--- src/rtl/pic_pkg.sv ---
package pic_pkg;
  localparam int unsigned DEF_LVLS = 3;
  localparam int unsigned DEF_DEVS = 4;
endpackage

--- src/rtl/pic_pend_bank.sv ---
module pic_pend_bank #(
  parameter int unsigned N = 12
) (
  input  logic         clk_i,
  input  logic         rst_ni,
  input  logic [N-1:0] set_i,
  input  logic [N-1:0] clr_i,
  output logic [N-1:0] pend_o
);
  // set wins over clear so a fresh request is never lost
  always_ff @(posedge clk_i or negedge rst_ni)
    if (!rst_ni) pend_o <= '0;
    else         pend_o <= (pend_o & ~clr_i) | set_i;
endmodule

--- src/rtl/pic_daisy_chain.sv ---
module pic_daisy_chain #(
  parameter int unsigned NUM_LVL = 3,
  parameter int unsigned DEVS    = 4
) (
  input  logic [NUM_LVL*DEVS-1:0] pend_i,
  input  logic [NUM_LVL-1:0]      lvl_sel_i,
  output logic [NUM_LVL*DEVS-1:0] grant_o
);
  for (genvar l = 0; l < NUM_LVL; l++) begin : g_lvl
    logic [DEVS-1:0] p;
    logic [DEVS-1:0] first;
    assign p = pend_i[l*DEVS +: DEVS];
    // lowest set bit: acknowledge passes idle devices, stops at first requester
    assign first = p & (~p + DEVS'(1));
    assign grant_o[l*DEVS +: DEVS] = lvl_sel_i[l] ? first : '0;
  end
endmodule

--- src/rtl/pic_lvl_stack.sv ---
module pic_lvl_stack #(
  parameter int unsigned DEPTH = 3,
  parameter int unsigned W     = 2,
  parameter int unsigned IDLE  = 3
) (
  input  logic         clk_i,
  input  logic         rst_ni,
  input  logic         push_i,
  input  logic         pop_i,
  input  logic [W-1:0] push_val_i,
  output logic [W-1:0] top_o
);
  localparam int unsigned SP_W = $clog2(DEPTH + 1);

  logic [W-1:0]    mem_q [DEPTH];
  logic [SP_W-1:0] sp_q;
  logic            pop_eff;
  logic [SP_W-1:0] wr_idx;

  assign pop_eff = pop_i && (sp_q != '0);
  assign wr_idx  = sp_q - SP_W'(pop_eff);

  always_ff @(posedge clk_i or negedge rst_ni)
    if (!rst_ni) begin
      sp_q <= '0;
      for (int i = 0; i < DEPTH; i++) mem_q[i] <= '0;
    end else begin
      if (push_i) mem_q[wr_idx] <= push_val_i;
      sp_q <= wr_idx + SP_W'(push_i);
    end

  assign top_o = (sp_q == '0) ? W'(IDLE) : mem_q[sp_q - SP_W'(1)];
endmodule

--- src/rtl/pic_daisy_top.sv ---
module pic_daisy_top #(
  parameter int unsigned NUM_LVL = pic_pkg::DEF_LVLS,
  parameter int unsigned DEVS    = pic_pkg::DEF_DEVS
) (
  input  logic                                clk_i,
  input  logic                                rst_ni,
  input  logic [NUM_LVL*DEVS-1:0]             req_i,
  input  logic                                inta_i,
  input  logic                                eoi_i,
  output logic                                irq_o,
  output logic [NUM_LVL*DEVS-1:0]             ack_o,
  output logic                                vec_vld_o,
  output logic [$clog2(NUM_LVL*DEVS)-1:0]     vec_o,
  output logic [$clog2(NUM_LVL+1)-1:0]        cur_lvl_o
);
  localparam int unsigned N     = NUM_LVL * DEVS;
  localparam int unsigned LVL_W = $clog2(NUM_LVL + 1);
  localparam int unsigned VEC_W = $clog2(N);

  logic [N-1:0]       pend;
  logic [NUM_LVL-1:0] lvl_pend;
  logic [NUM_LVL-1:0] lvl_sel;
  logic [LVL_W-1:0]   best;
  logic [LVL_W-1:0]   cur;
  logic               take;

  pic_pend_bank #(.N(N)) i_pend (
    .clk_i(clk_i), .rst_ni(rst_ni), .set_i(req_i), .clr_i(ack_o), .pend_o(pend)
  );

  for (genvar l = 0; l < NUM_LVL; l++) begin : g_lp
    assign lvl_pend[l] = |pend[l*DEVS +: DEVS];
  end

  always_comb begin
    best = LVL_W'(NUM_LVL);
    for (int l = NUM_LVL - 1; l >= 0; l--)
      if (lvl_pend[l]) best = LVL_W'(l);
  end

  assign irq_o   = (|lvl_pend) && (best < cur);
  assign take    = inta_i && irq_o;
  assign lvl_sel = take ? (NUM_LVL'(1) << best) : '0;

  pic_daisy_chain #(.NUM_LVL(NUM_LVL), .DEVS(DEVS)) i_chain (
    .pend_i(pend), .lvl_sel_i(lvl_sel), .grant_o(ack_o)
  );

  always_comb begin
    vec_o = '0;
    for (int i = 0; i < N; i++)
      if (ack_o[i]) vec_o = VEC_W'(i);
  end
  assign vec_vld_o = |ack_o;

  pic_lvl_stack #(.DEPTH(NUM_LVL), .W(LVL_W), .IDLE(NUM_LVL)) i_stack (
    .clk_i(clk_i), .rst_ni(rst_ni), .push_i(take), .pop_i(eoi_i),
    .push_val_i(best), .top_o(cur)
  );

  assign cur_lvl_o = cur;
endmodule

--- config.mk ---
export PLATFORM = sky130hd
export DESIGN_NAME = pic_daisy_top
export DESIGN_NICKNAME = d
export VERILOG_FILES = /design/src/rtl/pic_pkg.sv /design/src/rtl/pic_pend_bank.sv /design/src/rtl/pic_daisy_chain.sv /design/src/rtl/pic_lvl_stack.sv /design/src/rtl/pic_daisy_top.sv
export SDC_FILE = /design/constraint.sdc
export NUM_CORES = 1
export LEC_CHECK = 0
export BUFFER_PORTS_ARGS = -buffer_cell sky130_fd_sc_hd__buf_2
export CAP_MARGIN = 10
export CORE_MARGIN = 2
export CORE_UTILIZATION = 46
export CTS_CLUSTER_SIZE = 12
export DETAILED_ROUTE_END_ITERATION = 10
export PLACE_DENSITY = 0.79
export SYNTH_ARGS = -nofsm -noshare
export SYNTH_HDL_FRONTEND = slang
export SYNTH_SLANG_ARGS = --single-unit
--- constraint.sdc ---
create_clock -name clk_i -period 2.7 [get_ports clk_i]
set_input_delay 0 -clock clk_i [delete_from_list [all_inputs] [get_ports clk_i]]
set_output_delay 0 -clock clk_i [all_outputs]
set_load 0.02 [all_outputs]
==> results.md <==
Final layout:
- Fill cells in the final layout number 111.
- Leaving out fill and tap cells, the most frequent cell in the layout is buf_4.
- The share of post-route cells with drive strength above 1 is 0.553.
- Relative to the synthesized area, the layout overhead comes to 76.6%.
- The number of antenna repair diodes is 0.
- Leaving out filler cells and counting taps, the final layout contains approximately 250.
- The final layout contains 238 nets.
- The library cells used most frequently in the layout, excluding fill and tap cells, are buf_4 (40), dfrtp_1 (20), buf_2 (18), buf_6 (16).

Timing:
- In the post-route analysis, the smallest setup slack over all paths is -390 ps.
- Derived from the worst setup path, the maximum achievable clock frequency is between 0.3 and 0.4 GHz.
- The worst pin sits at a relative slew slack of 0.403.
- The portion of the clock cycle consumed by the worst path in the final layout is 1.14.
- The routed design could run at a clock period as short as 3090 ps.
- Setup violations remaining at the end of the flow were counted as 24.
- Setup repair after global routing could not meet its margin everywhere.
- The max-slew violation count is 0.
- The slew of the pin with the lowest slew margin is 888 ps.
- The hold violation total from the final report is 0.
- The worst clock skew on the final layout is 15.2 ps.

Global routing:
- The met2 track utilization from global routing is 0.476.
- The number of antenna violations at the first check in global routing is 0.
- The number of global-route vias before repair came to roughly 1400.
- After global routing, the most crowded layer is met2.
- The first-pass GRT wire length is 6690 um.
- In the global route stage, met3 resource usage came out at 0.0488.
- Global routing finished with a remaining overflow of 0.
- The global-route usage over all layers is 0.271.
- The pin count of the biggest net entering global routing is 21.
- The met1 track demand over resource is 0.343.

Critical path:
- The worst setup path is of the flip-flop to output pin kind.
- The endpoint type of the worst setup path is an output pin.
- For the worst setup path, the data required time is ~2700 ps.
- The largest fanout on the critical path is 5.
- Data on the critical path arrives at its endpoint at 3090 ps.
- The worst setup path is launched from a flip-flop.

Clock tree:
- The number of buffers created by CTS is 3.
- For this design, the sink count on the clock tree is 20.
- Clock-pin slew was measured on the worst setup and hold paths at approximately 130 ps.
- No sink is reached through more buffers than the 2 on the longest clock path.
- At the later pin of the worst-skew pair, clock insertion delay measures 310 ps.
- The number of levels the H-tree was split into is 1.
- CTS placed an instance of clkbuf_4 at the clock tree root.
- TritonCTS built the clock tree.

Synthesis:
- The synthesized design contains 20 register bits.
- During synthesis, Yosys emitted a total of 0 warnings.
- The post-synthesis instance area is ~0.0013 mm^2.
- The count of different cell masters after synthesis is 41.
- The cell count after synthesis came out at 129.
- The total nets after synthesis is about 150.
- The post-synthesis average cell area is about 9.7 um^2.
- The sequential element share of the synthesized area is 0.399.

Place:
- The count of buffers from port buffering is 35.
- The wire-length estimate of the detail-placed layout is 2510 um.
- After detailed placement, the design holds a cell count of 210.
- Before CTS, the worst setup slack after placement is -27.3 ps.
- The routability congestion estimate is 0.919.

Route:
- The detail-routed via count per cell is 5.89.
- Dividing the detail-routed wire length by the instance count gives between 15 and 20 um.
- The DRC violation count after routing is 0.
- The total vias in the final route is 1456.
- The routed wire length is between 4000 and 5000 um.
- The initial DRC count is 81.
- The remaining antenna violation count is 0.
- Before antenna repair, the detailed router went through 4 iterations.

Floorplan:
- 36 I/O pins were placed.
- The die is 56.2 um tall.
- The floorplan has 18 rows.
- The die covers 0.00316 mm^2.
- The core outline area is 0.00252 mm^2.
- The initial core utilization is 0.497.
- The overall die width is 56.2 um.

Hold path:
- The class of the most critical hold timing path is primary input to async pin.

Power:
- The analysis attributes to cell leakage a power of 1.04 nW.
- Dividing total power by cell area gives a power density of 692 mW/mm^2.
- The worst-case IR drop observed on VDD is ~0.96 mV.
- The total power after layout is 1.53 mW.

Job:
- Across the run, the number of max-cap violations was 0.

Status:
- The checks that failed: setup timing.
- The run finished, with violations left.
[cell type report]
cell class              count  area [um^2]  share of cell area
clock buffers               4         36.3              0.0164
repair buffers             88          716               0.323
flip-flops and latches     20          500               0.226
multi-input cells          93          877               0.396
inverters                  12         47.5              0.0215
well taps                  30         37.5              0.0169
[cells by family after synthesis]
family          count (synthesis)  share of synthesized area
mux                             8                     0.0778
buf+inv                        16                     0.0659
fa+ha+maj                       4                     0.0399
simple gates                   50                      0.217
xor+xnor                        2                     0.0140
compound gates                 29                      0.187
flops                          20                      0.399
[cells in the mapped netlist]
master | count | area (um^2)
o31ai_2 | 1 | 12.5
nand2b_1 | 2 | 12.5
o211ai_1 | 1 | 7.51
or4_1 | 2 | 15.0
clkbuf_1 | 1 | 3.75
nor3_1 | 7 | 35.0
nand2_1 | 4 | 15.0
nor4_1 | 3 | 18.8
nor2_1 | 15 | 56.3
a21o_1 | 5 | 37.5
o21bai_1 | 3 | 22.5
dfrtp_1 | 20 | 500
a21oi_1 | 4 | 20.0
ha_1 | 4 | 50.1
o21ai_0 | 2 | 10.0
inv_1 | 12 | 45.0
and3_1 | 4 | 25.0
nand4b_1 | 1 | 8.76
a2111oi_0 | 2 | 17.5
a211o_1 | 1 | 8.76
xnor2_1 | 2 | 17.5
nor3b_1 | 2 | 15.0
mux2_2 | 2 | 22.5
o22ai_1 | 1 | 6.26
nand2_2 | 1 | 6.26
buf_6 | 3 | 33.8
a221oi_1 | 1 | 8.76
a211oi_4 | 1 | 20.0
a31oi_1 | 1 | 6.26
and3_4 | 1 | 11.3
a211oi_1 | 1 | 7.51
a2111o_1 | 1 | 11.3
nor2b_1 | 3 | 18.8
or4_4 | 1 | 11.3
nand3_1 | 2 | 10.0
o21a_1 | 2 | 15.0
o31ai_1 | 1 | 7.51
mux2_4 | 2 | 30.0
mux2_1 | 4 | 45.0
and2_1 | 2 | 12.5
a221oi_2 | 1 | 15.0
[stage by stage]
stage	setup TNS [ps]	hold slack [ps]	cell area [um^2]	util
after floorplan	-80.9	-296	1320	-
after global placement	0	-35.4	1650	0.652
after detailed placement	-37.8	-17.8	1650	0.652
after CTS	-1700	175	2070	0.820
after global routing	-6520	205	2210	0.878
final	-3710	150	2210	0.878
[power breakdown]
group	internal [mW]	leakage (nW)	total, mW	switching, mW
clock network	0.0823	0.0210	0.183	0.101
logic	0.511	0.803	1.01	0.498
registers	0.324	0.214	0.339	0.0147
total	0.918	1.04	1.53	0.614
[worst paths after layout]
check / startpoint / end / slack (ps) / cells past startpoint
hold / removal: rst_ni / i_pend.pend_o[5]$_DFF_PN0_ / 150 / 2
hold reg to reg: i_stack.mem_q[1]$_DFFE_PN0P_ / i_stack.mem_q[1]$_DFFE_PN0P_ / 540 / 1
setup reg to reg: i_stack.sp_q[0]$_DFF_PN0_ / i_stack.mem_q[5]$_DFFE_PN0P_ / -170 / 11
setup / recovery: i_stack.sp_q[0]$_DFF_PN0_ / vec_o[0] / -390 / 9
min in group clk_i: inta_i / i_pend.pend_o[7]$_DFF_PN0_ / 330 / 5
max in group asynchronous: rst_ni / i_stack.sp_q[0]$_DFF_PN0_ / 2210 / 2
[registers in the layout, summed over array words and instances, names as in the netlist]
register / flops
i_stack.sp_q: 2
i_pend.pend_o: 12
i_stack.mem_q: 6
[routing by layer]
metal / vias up / part of all wire
li1: 642 / -
met2: 90 / 0.48
met1: 703 / 0.39
met5: - / 0
met4: 0 / 0.039
met3: 21 / 0.088
[worst max-delay path: stages (launching register included)]
cell and delay [ps]:
dfrtp_1 390, inv_2 70, ha_4 270, mux2_4 310, a221oi_4 330, ha_4 260, buf_6 130, a2111o_1 510
o31ai_1 290, buf_2 240
[repair_timing]
action | CTS | global route
setup buffers | 16 | 8
pin swaps | 14 | 13
hold buffers | 13 | 0
setup endpoints to repair | 18 | 31
gates resized for setup | 38 | 29
endpoints found under the hold margin | 32 | 0
gates cloned | 0 | 0
Power figures use the tool's default switching activity.
